File: src/rtl/useq_pkg.sv
package useq_pkg;

  localparam int unsigned IMM_BIT  = 31;
  localparam int unsigned END_BIT  = 30;
  localparam int unsigned MARK_BIT = 29;
  localparam int unsigned DBG_BIT  = 28;
  localparam int unsigned TRAP_BIT = 27;

  typedef struct packed {
    logic imm;
    logic fin;
    logic mark;
    logic dbg;
    logic trap;
  } ctl_flags_t;

  function automatic ctl_flags_t decode_flags(input logic [31:0] upper);
    ctl_flags_t f;
    f.imm  = upper[IMM_BIT];
    f.fin  = upper[END_BIT];
    f.mark = upper[MARK_BIT];
    f.dbg  = upper[DBG_BIT];
    f.trap = upper[TRAP_BIT];
    return f;
  endfunction

endpackage

File: src/rtl/useq_branch.sv
module useq_branch #(
  parameter int unsigned PC_W = 16
) (
  input  logic            clk,
  input  logic            rst_n,
  input  logic            flush,
  input  logic            issue,
  input  logic            take,
  input  logic [PC_W-1:0] tgt,
  output logic            redirect,
  output logic [PC_W-1:0] redir_pc
);
  logic            armed_q;
  logic [PC_W-1:0] tgt_q;

  // An armed target applies at the next issued bundle (the delay slot).
  // A branch inside that slot re-arms with its own target at the same edge.
  assign redirect = issue & armed_q;
  assign redir_pc = tgt_q;

  always_ff @(posedge clk) begin
    if (!rst_n) begin
      armed_q <= 1'b0;
      tgt_q   <= '0;
    end else if (flush) begin
      armed_q <= 1'b0;
    end else if (issue) begin
      if (take) begin
        armed_q <= 1'b1;
        tgt_q   <= {tgt[PC_W-1:3], 3'b000};
      end else begin
        armed_q <= 1'b0;
      end
    end
  end
endmodule

File: src/rtl/useq_status.sv
module useq_status (
  input  logic                  clk,
  input  logic                  rst_n,
  input  logic                  issue,
  input  useq_pkg::ctl_flags_t  flags,
  input  logic [1:0]            en,
  input  logic [2:0]            clr,
  output logic                  dbg_hit,
  output logic                  trap_hit,
  output logic                  dbg_stat,
  output logic                  trap_stat,
  output logic                  marker,
  output logic                  irq
);
  logic mark_hit;

  assign dbg_hit  = issue & flags.dbg  & en[0];
  assign trap_hit = issue & flags.trap & en[1];
  assign mark_hit = issue & flags.mark;

  // Sticky bit update: set wins over a clear in the same cycle.
  function automatic logic sticky(input logic cur, input logic c, input logic s);
    return (cur & ~c) | s;
  endfunction

  always_ff @(posedge clk) begin
    if (!rst_n) begin
      dbg_stat  <= 1'b0;
      trap_stat <= 1'b0;
      marker    <= 1'b0;
      irq       <= 1'b0;
    end else begin
      dbg_stat  <= sticky(dbg_stat,  clr[0], dbg_hit);
      trap_stat <= sticky(trap_stat, clr[1], trap_hit);
      marker    <= sticky(marker,    clr[2], mark_hit);
      irq       <= dbg_hit | trap_hit;
    end
  end
endmodule

File: src/rtl/useq_ctrl.sv
module useq_ctrl #(
  parameter int unsigned PC_W = 16
) (
  input  logic            clk,
  input  logic            rst_n,
  input  logic            start_i,
  input  logic [PC_W-1:0] start_addr_i,
  input  logic [1:0]      flag_en_i,
  input  logic [2:0]      stat_clr_i,
  input  logic            branch_i,
  input  logic [PC_W-1:0] branch_tgt_i,
  output logic [PC_W-1:0] mem_addr_o,
  input  logic [63:0]     mem_data_i,
  output logic            lower_exec_o,
  output logic            running_o,
  output logic            irq_o,
  output logic            dbg_stat_o,
  output logic            trap_stat_o,
  output logic            marker_o,
  output logic [31:0]     imm_o
);
  import useq_pkg::*;

  localparam int unsigned STEP = 8;

  logic [PC_W-1:0] pc_q;
  logic            run_q;
  logic            end_arm_q;
  logic [31:0]     imm_q;

  ctl_flags_t      flags_w;
  logic            issue_w;
  logic            start_ok_w;
  logic            stop_w;
  logic            imm_hit_w;
  logic            take_w;
  logic            redirect_w;
  logic [PC_W-1:0] redir_pc_w;
  logic            dbg_hit_w;
  logic            trap_hit_w;

  function automatic logic [PC_W-1:0] step_pc(input logic [PC_W-1:0] p);
    return p + PC_W'(STEP);
  endfunction

  function automatic logic [PC_W-1:0] align_pc(input logic [PC_W-1:0] p);
    return {p[PC_W-1:3], 3'b000};
  endfunction

  assign flags_w    = decode_flags(mem_data_i[63:32]);
  assign issue_w    = run_q;
  assign start_ok_w = start_i & ~run_q;
  assign stop_w     = issue_w & end_arm_q;
  assign imm_hit_w  = issue_w & flags_w.imm;
  assign take_w     = issue_w & ~flags_w.imm & branch_i;

  useq_branch #(.PC_W(PC_W)) branch_i0 (
    .clk      (clk),
    .rst_n    (rst_n),
    .flush    (start_ok_w | stop_w),
    .issue    (issue_w),
    .take     (take_w),
    .tgt      (branch_tgt_i),
    .redirect (redirect_w),
    .redir_pc (redir_pc_w)
  );

  useq_status status_i0 (
    .clk       (clk),
    .rst_n     (rst_n),
    .issue     (issue_w),
    .flags     (flags_w),
    .en        (flag_en_i),
    .clr       (stat_clr_i),
    .dbg_hit   (dbg_hit_w),
    .trap_hit  (trap_hit_w),
    .dbg_stat  (dbg_stat_o),
    .trap_stat (trap_stat_o),
    .marker    (marker_o),
    .irq       (irq_o)
  );

  always_ff @(posedge clk) begin
    if (!rst_n) begin
      pc_q      <= '0;
      run_q     <= 1'b0;
      end_arm_q <= 1'b0;
      imm_q     <= '0;
    end else if (start_ok_w) begin
      pc_q      <= align_pc(start_addr_i);
      run_q     <= 1'b1;
      end_arm_q <= 1'b0;
    end else if (issue_w) begin
      pc_q <= redirect_w ? redir_pc_w : step_pc(pc_q);
      if (end_arm_q) begin
        run_q     <= 1'b0;
        end_arm_q <= 1'b0;
      end else if (flags_w.fin) begin
        end_arm_q <= 1'b1;
      end
      if (imm_hit_w) imm_q <= mem_data_i[31:0];
    end
  end

  assign mem_addr_o   = pc_q;
  assign running_o    = run_q;
  assign lower_exec_o = issue_w & ~flags_w.imm;
  assign imm_o        = imm_q;
endmodule

File: config.mk
export PLATFORM = sky130hd
export DESIGN_NAME = useq_ctrl
export DESIGN_NICKNAME = d
export VERILOG_FILES = /design/src/rtl/useq_pkg.sv /design/src/rtl/useq_branch.sv /design/src/rtl/useq_status.sv /design/src/rtl/useq_ctrl.sv
export SDC_FILE = /design/constraint.sdc
export NUM_CORES = 1
export LEC_CHECK = 0
export ABC_CLOCK_PERIOD_IN_PS = 2600
export BUFFER_PORTS_ARGS = -buffer_cell sky130_fd_sc_hd__buf_2
export CAP_MARGIN = 20
export CORE_ASPECT_RATIO = 1.5
export CORE_MARGIN = 2
export CORE_UTILIZATION = 47
export CTS_CLUSTER_SIZE = 16
export DETAILED_ROUTE_END_ITERATION = 7
export PLACE_DENSITY = 0.81
export SYNTH_ARGS = -nofsm -noshare
export SYNTH_HDL_FRONTEND = slang
export SYNTH_SLANG_ARGS = --single-unit
export TNS_END_PERCENT = 100
File: constraint.sdc
create_clock -name clk -period 2.6 [get_ports clk]
set_input_delay 0.13 -clock clk [delete_from_list [all_inputs] [get_ports clk]]
set_output_delay 0.13 -clock clk [all_outputs]
set_load 0.02 [all_outputs]
; ---- Word level (Yosys, flattened, before mapping)
; Index checks and enable logic that the tools add are counted.
; Widths: inputs -> output; s select.
[totals]
ff_bits = 68
inputBits = 105
out_inout_bits = 54
[op_classes]
n_addsub = 1
bitwise = 27
n_reduce_logical = 5
muxes = 9
[op_table]
columns = operator, count
row1 = $mux 16, 3
row2 = $add 16x4->16 const B, 1
row3 = $and 1x1->1, 14
row4 = $not 1->1, 8
row5 = $mux 1, 6
row6 = $reduce_and 3->1, 2
row7 = $or 1x1->1, 5
row8 = $reduce_or 2->1, 2
row9 = $reduce_bool 2->1, 1

; ---- Depth between registers and ports, before layout
; Gate-level depths: netlist of the first run.
[logic_depth]
ltp_word = 5
ltp_mapped = 6
depth_no_buf = 5

; ---- Cells and area by module
; A second synthesis of the first run with hierarchy kept.
[hier_totals]
cells_unflattened = 362
area_unflattened_um2 = 3044.2
[by_module_without_submodules]
columns = module, n_inst, area_each_um2, seq_area_each_um2, cells_per_inst
row1 = useq_ctrl, 1, 2268.4, 1001.0, 280
row2 = useq_branch, 1, 613.1, 280.3, 66
row3 = useq_status, 1, 162.7, 80.1, 16

; ---- Worst setup path before layout of the first run
; No wires, ideal clock.
[synth_timing]
kind = flip-flop to flip-flop
from = reg run_q (netlist: running_o)
to = reg branch_i0.tgt_q[10] (netlist: branch_i0.redir_pc[10])
path_buffers = 2
setup_ns = 0.070
t_arrival_ns = 1.371
setup_slack_ns = 1.158
required_ns = 2.530
path_stages_with_launch = 7
synth_period_minus_slack_ns = 1.442
cell_sequence = dfxtp_1 > nor2b_2 > and3b_1 > buf_2 > buf_4 > nand2_1 > a21oi_1
[synth_rtl]
columns = element, line
row1 = "start, declared", useq_ctrl.sv:27  ; logic run_q;
row2 = "start signal, assigned", useq_ctrl.sv:86  ; run_q <= 1'b0;
row3 = "start signal, assigned", useq_ctrl.sv:91  ; run_q <= 1'b1;
row4 = "start signal, assigned", useq_ctrl.sv:96  ; run_q <= 1'b0;
row5 = $and 1x1->1, -
row6 = via lower_exec_o, useq_ctrl.sv:14  ; output logic lower_exec_o,
row7 = $and 1x1->1, useq_ctrl.sv:55  ; assign take_w = issue_w & ~flags_w.imm & branch_i;
row8 = $reduce_and 3->1 (no line), -
row9 = "end signal, assigned", useq_branch.sv:30  ; tgt_q <= {tgt[PC_W-1:3], 3'b000};
row10 = "end, declared", useq_branch.sv:14  ; logic [PC_W-1:0] tgt_q;
; The timed path passes the listed nets, and every way through them passes these cells.
; A chain may end at the register's enable or synchronous reset.

; ---- Worst setup path in the final report of the first run
[layout_timing]
from = reg run_q (netlist: running_o)
to = reg branch_i0.tgt_q[4] (netlist: branch_i0.redir_pc[4])
[layout_via]
elab_chain_cells = 5
[layout_rtl]
columns = element, line
row1 = $not 1->1, useq_ctrl.sv:52  ; assign start_ok_w = start_i & ~run_q;
row2 = $and 1x1->1, useq_ctrl.sv:52
row3 = $or 1x1->1, useq_ctrl.sv:60  ; .flush (start_ok_w | stop_w),
row4 = $not 1->1 (no line), -
row5 = $reduce_and 3->1 (no line) *, -
; Every way passes the cells marked *; elsewhere a longest branch is shown, timed or not.

==> reports/summary.txt, run 1 <==
Outcome: finished, final reports clean
Routed vias/inst: 5.17
RSZ-0062 raised after global routing: false
Die ar.: 6700 um^2
Final Total Pwr: 2.31 mW
Initial antenna violation count: 0
CTS tree: built
Synth cell types: 38
FF+latch count, synth: 68
Core area: 5830 um^2
Compound-gate portion of the synthesized area: 0.162
Worst Path Required: 2800 ps
First-pass GRT wire length: 11,300 um
Drt first pass iters: 5
P&R area growth vs syn: 28.3%
Syn avg cell area: 8.26 um^2
Final GP Congestion: 0.758
Path type of the worst min-delay path: in2reg
P_leak: 1.62 nW
CTS Sinks: 68
Placed Cells: 519
Synth top area cells: dfxtp_1, nand2_1, a21oi_1
Setup TNS: 0 ps
Fin cells: 535
Final hold violations: 0
Root buffer cell: clkbuf_8
Detailed Place HPWL: 5090 um
Row count: 34
Layout cell share with drive strength beyond 1: 0.324
Post-Synth Simple-Gate Area: 0.218
Top FF cell, synth: dfxtp_1
Util after Layout: 0.626
Fin crit period: 1470 ps
Fmax: 680 MHz
Post-synth EDFFs: 0
CP Launch Type: register
Cell taking the most area after synthesis: dfxtp_1
Initial Util: 0.488
WP data arrival: 1670 ps
Buffers on Ports: 125
DRC: 0
TritonCTS Buffers: 9
Total Wirelength: 7170 um
Largest net degree at the start of global routing: 40
Clk buf depth: 2
Worst hold slack: 22.4 ps
Post-Syn Area: 2840 um^2
Maximum vdd drop: 423 uV
Critical path class: reg2reg
Post-synthesis xor/xnor area fraction: 0.0277
Syn_nets: 450
Antenna diode count: 0
Worst skew pair latency: 340 ps
Worst setup EP type: register
Post-cts sizing count: 0
Sequential-to-total area share from yosys stat: 0.479
CTS Hold Bufs: 0
# fillers: 516
Final setup viols: 0
Worst-path clk slew: 70 ps
Mux contribution to synthesized area: 0.0502
Worst-path maximum fanout: 13
Antenna Nets Post-Route: 0
Largest family of logic cells by synthesized area: simple AND/OR/NAND/NOR gates
Yosys warnings: 0
Actual slew at the worst max-slew pin: 658 ps
Synth Instances: 344
Nets: 565
Ys async rst share: 0
Ports: 159
Final worst path period share: 0.565
Post-CTS Setup Repair Bufs: 0
Share of the synthesized area in the top cell type: 0.479
Vias in the first global route: 2,624
Max-cap violations: 0
Die width: 67.5 um
Grt total ovfl: 0
PD cells: 634 nW/um^2
Post-DR wirelength/cell: 13.4 um
Relative slew slack: 0.561
Die Height: 99.3 um
Clk_skew: 7.06 ps
H-tree depth: 3
Max-slew violations: 0
Post-synthesis adder-cell area fraction: 0.00440
Initial detailed-routing violation count: 85
DR vias: 2,765
Tot GR Track Use: 0.220
==> metrics by stage <==
stage                     area, um^2  worst slack, ps
after floorplan                 2840             1160
after global placement          3430             1090
after detailed placement        3430             1040
after CTS                       3620             1030
after global routing            3650              932
final                           3650             1130
==> final timing paths <==
kind	start	end	slack [ps]	depth (start not counted)
max reg2reg	running_o	branch_i0.redir_pc[4]	1130	4
min	branch_tgt_i[5]	branch_i0.redir_pc[5]	20	3
min reg2reg	imm_o[31]	imm_o[31]	450	2
max	running_o	branch_i0.redir_pc[4]	1130	4
==> layout make-up <==
class	instances	area [um^2]	share of cell area
Clock buffer	10	138	0.0377
Clock inverter	5	52.6	0.0144
Inverter	4	15.0	0.00412
Multi-Input combinational cell	247	1310	0.360
Sequential cell	68	1360	0.373
Tap cell	72	90.1	0.0247
Timing Repair Buffer	129	676	0.185
==> layer usage <==
metal	global-route usage	wire length, um
met1	0.237	2810
met2	0.381	3870
met3	0.0667	382
met4	0.102	109
met5	0	0
==> cell usage in the layout (no fill, tap or decap), drive strengths merged, types with 2 or more instances in the layout <==
| cell type | n |
|---|---|
| mux2i | 6 |
| a21oi | 61 |
| o21ai | 4 |
| nor2b | 3 |
| and4 | 2 |
| nand3b | 2 |
| nand2b | 5 |
| nor2 | 8 |
| a211oi | 7 |
| clkinv | 3 |
| o22ai | 2 |
| buf | 129 |
| nand4 | 4 |
| nand2 | 101 |
| clkbuf | 10 |
| dfxtp | 68 |
| mux2 | 7 |
| inv | 4 |
| o221ai | 5 |
| and2 | 5 |
| xor2 | 8 |
| nand3 | 8 |
==> registers in the layout, indices dropped and copies added (netlist names) <==
name,cells
branch_i0.armed_q,1
branch_i0.redir_pc,13
end_arm_q,1
imm_o,32
mem_addr_o,16
running_o,1
status_i0.dbg_stat,1
status_i0.irq,1
status_i0.marker,1
status_i0.trap_stat,1
==> power breakdown <==
group          total [mW]  internal [mW]  switching [mW]
registers            1.13           1.09          0.0418
clock network       0.842          0.458           0.384
logic               0.337          0.140           0.197
==> critical path: stages, from the launching register on <==
cell	delay (ps)
dfxtp_1	420
nor2b_2	200
nand3b_1	400
nand2_1	220
a21oi_1	90
==> synth_stat cells, drive strengths merged (2+ instances only) <==
cell	number
nand2	101
dfxtp	68
a21oi	61
buf	17
clkbuf	8
nand3	8
nor2	8
xor2	8
a211oi	7
mux2	7
mux2i	6
and2	5
nand2b	5
o221ai	5
inv	4
nand4	4
o21ai	4
nor2b	3
and4	2
nand3b	2
o22ai	2
==> cells by family after synthesis <==
family,after synthesis
AO/OA/AOI/OAI,82
multiplexers,13
buffers and inverters,29
adder cells (fa/ha/maj),1
AND/OR/NAND/NOR,142
XOR/XNOR,9
flip-flops,68
Note: power is estimated with default switching activity, not from simulation.
==> run 2, diff against run 1 <==
ABC_CLOCK_PERIOD_IN_PS = 1200   (was 2600)
CORE_UTILIZATION = 40   (was 47)
PLACE_DENSITY = 0.73   (was 0.81)
clock period = 1.2 ns   (was 2.6 ns; I/O delays follow)
==> run 2 against run 1 <==
Via count rose by 12%. Flip-flop and latch count did not move. Sequential share of layout area fell by 6.5 points. Sequential power rose by 120%. Worst hold slack improved by 22 ps. Count of clock-buffer cells in the layout rose by 3. Cell count rose by 16%. Setup slack got worse by 1100 ps. Combinational power rose to 3.1 times the previous value. Critical path depth did not move. Register-to-register slack got worse by 1100 ps. Critical path type unchanged. Critical endpoint is now mem_addr_o[10].
==> reports/summary.txt, run 2 (synthesized netlist as in run 1, its figures left out) <==
Fin cells: 620 (+16%)
Int Pwr: 3.67 mW (+120%)
Setup TNS: 0 ps (unchanged)
Die width: 72.8 um (+7.9%)
PD cells: 1130 nW/um^2 (+78%)
RSZ-0062 raised after global routing: true
Ports: 159 (unchanged)
Antenna diode count: 0 (unchanged)
Util after Layout: 0.657 (+0.0313)
Maximum vdd drop: 861 uV (+100%)
P_leak: 1.98 nW (+22%)
Routed vias/inst: 5.01 (-3.0%)
Most common cell after layout, fill and taps aside: buf_2
Worst skew pair latency: 340 ps (about the same)
WHS Path Cells: 3 (unchanged)
CTS Sinks: 68 (unchanged)
H-tree depth: 3 (unchanged)
CTS tree: built
Clk_skew: 5.04 ps (-2.03 ps)
Die ar.: 7810 um^2 (+17%)
First-pass GRT wire length: 13,600 um (+20%)
Final setup viols: 0 (unchanged)
Worst Path Required: 1430 ps (-1370 ps)
CP Launch Type: register
Final worst path period share: 0.990 (+0.425)
Grt total ovfl: 0 (unchanged)
R2r startpoint: mem_addr_o[8]
WP data arrival: 1410 ps (-260 ps)
Worst-path maximum fanout: 6 (-7)
Worst reg2reg path depth: 4 (unchanged)
Gate power share: 0.204 (+0.058)
Placed Cells: 548 (+5.6%)
DRC: 0 (unchanged)
Initial detailed-routing violation count: 173 (+100%)
Row count: 37 (+8.8%)
DR vias: 3,107 (+12%)
Buffers on Ports: 125 (unchanged)
Max-slew violations: 0 (unchanged)
Switching share of power: 0.276 (+0.00682)
Nets: 643 (+14%)
Critical path class: reg2reg
Commonest cells after routing, fill and taps aside: buf_2, nand2_1, dfxtp_1
Max reg flops: 32 (unchanged)
Sequential power share: 0.481 (-0.009)
Clk buf depth: 2 (unchanged)
Worst Hold Path EP: mem_addr_o[8]
Largest net degree at the start of global routing: 45 (+13%)
Max-cap violations: 0 (unchanged)
Drt first pass iters: 4 (-1)
Post-DR wirelength/cell: 13.9 um (+3.9%)
Vias in the first global route: 3,058 (+17%)
Actual slew at the worst max-slew pin: 323 ps (-335 ps)
Initial antenna violation count: 0 (unchanged)
R2r endpoint: mem_addr_o[10]
Antenna Nets Post-Route: 0 (unchanged)
Final hold violations: 0 (unchanged)
Beginning of the worst hold path: rst_n
Die Height: 107 um (+8.1%)
Worst-path clk slew: 70 ps (about the same)
Path type of the worst min-delay path: in2reg
Fin crit period: 1190 ps (-281 ps)
Final Total Pwr: 5.07 mW (+120%)
P&R area growth vs syn: 58.3%
Relative slew slack: 0.785 (+0.224)
Root buffer cell: clkbuf_8
Layout cell share with drive strength beyond 1: 0.373 (+0.0487)
Outcome: finished, final reports clean
Fmax: 841 MHz (+24%)
R2r setup slk: 10 ps (-1120 ps)
Final GP Congestion: 0.804 (+6.1%)
Detailed Place HPWL: 5430 um (+6.6%)
Total Wirelength: 8630 um (+20%)
Clock Power Share: 0.315 (-0.049)
TritonCTS Buffers: 9 (unchanged)
Switch Pwr: 1.40 mW (+120%)
Initial Util: 0.415 (-0.0729)
Core area: 6850 um^2 (+18%)
Tot GR Track Use: 0.225 (+0.00490)
Worst setup EP type: register
## run 2: per-stage QoR
stage	setup slack, ps	cell area [um^2]	hold slack [ps]
2_1_floorplan	-22.5	2880	155
6_report	11.6	4500	44.5
3_3_place_gp	-4.31	3690	299
5_1_grt	-78.7	4500	54.8
4_1_cts	-3.49	4400	41.1
3_5_place_dp	-24.6	3690	306
## run 2: per-layer routing
metal / global-route usage / share of wire
met4: 0.111 / 0.020
met2: 0.418 / 0.55
met3: 0.0468 / 0.055
met5: 0 / 0
met1: 0.231 / 0.38
## run 2: area by class of cell
class	count	area, um^2
clock buffer	13	149
fill	575	2350
sequential	68	1390
inverter	4	15.0
timing repair buffer	207	1440
multi-input combinational	247	1400
clock inverter	3	12.5
tap	78	97.6
## run 2: what timing repair did
| item | in CTS | in global routing |
|---|---|---|
| hold buffers | 54 | 0 |
| endpoints found under the setup margin | 5 | 25 |
| buffers inserted | 0 | 2 |
| hold endpoints to repair | 49 | 0 |
| pin swaps | 3 | 8 |
| gates resized for setup | 4 | 23 |
## run 2: critical path: stages, from the launching register on
cell	delay, ps
dfxtp_4	340
and4_4	230
buf_6	120
nand3_2	90
a221o_1	290
## run 2: how the worst max path moves through the flow
stage / from / to / slack [ps] / depth (start not counted)
finish: mem_addr_o[8] / mem_addr_o[10] / 10 / 4
global route: mem_addr_o[8] / mem_addr_o[14] / -80 / 5
CTS: mem_addr_o[8] / mem_addr_o[15] / -3 / 4
detailed placement: mem_addr_o[5] / mem_addr_o[10] / -20 / 4
global placement: mem_addr_o[8] / mem_addr_o[10] / -4 / 5
floorplan: running_o / branch_i0.redir_pc[10] / -20 / 6
## run 2: power by group through the flow
stage	Combinational (mW)	Clock, mW	Sequential [mW]
3_3_place_gp	0.827	0	2.48
5_1_grt	1.12	1.74	2.45
6_report	1.04	1.60	2.44
2_1_floorplan	0.353	0	2.61
4_1_cts	0.981	1.63	2.44
3_5_place_dp	0.840	0	2.49
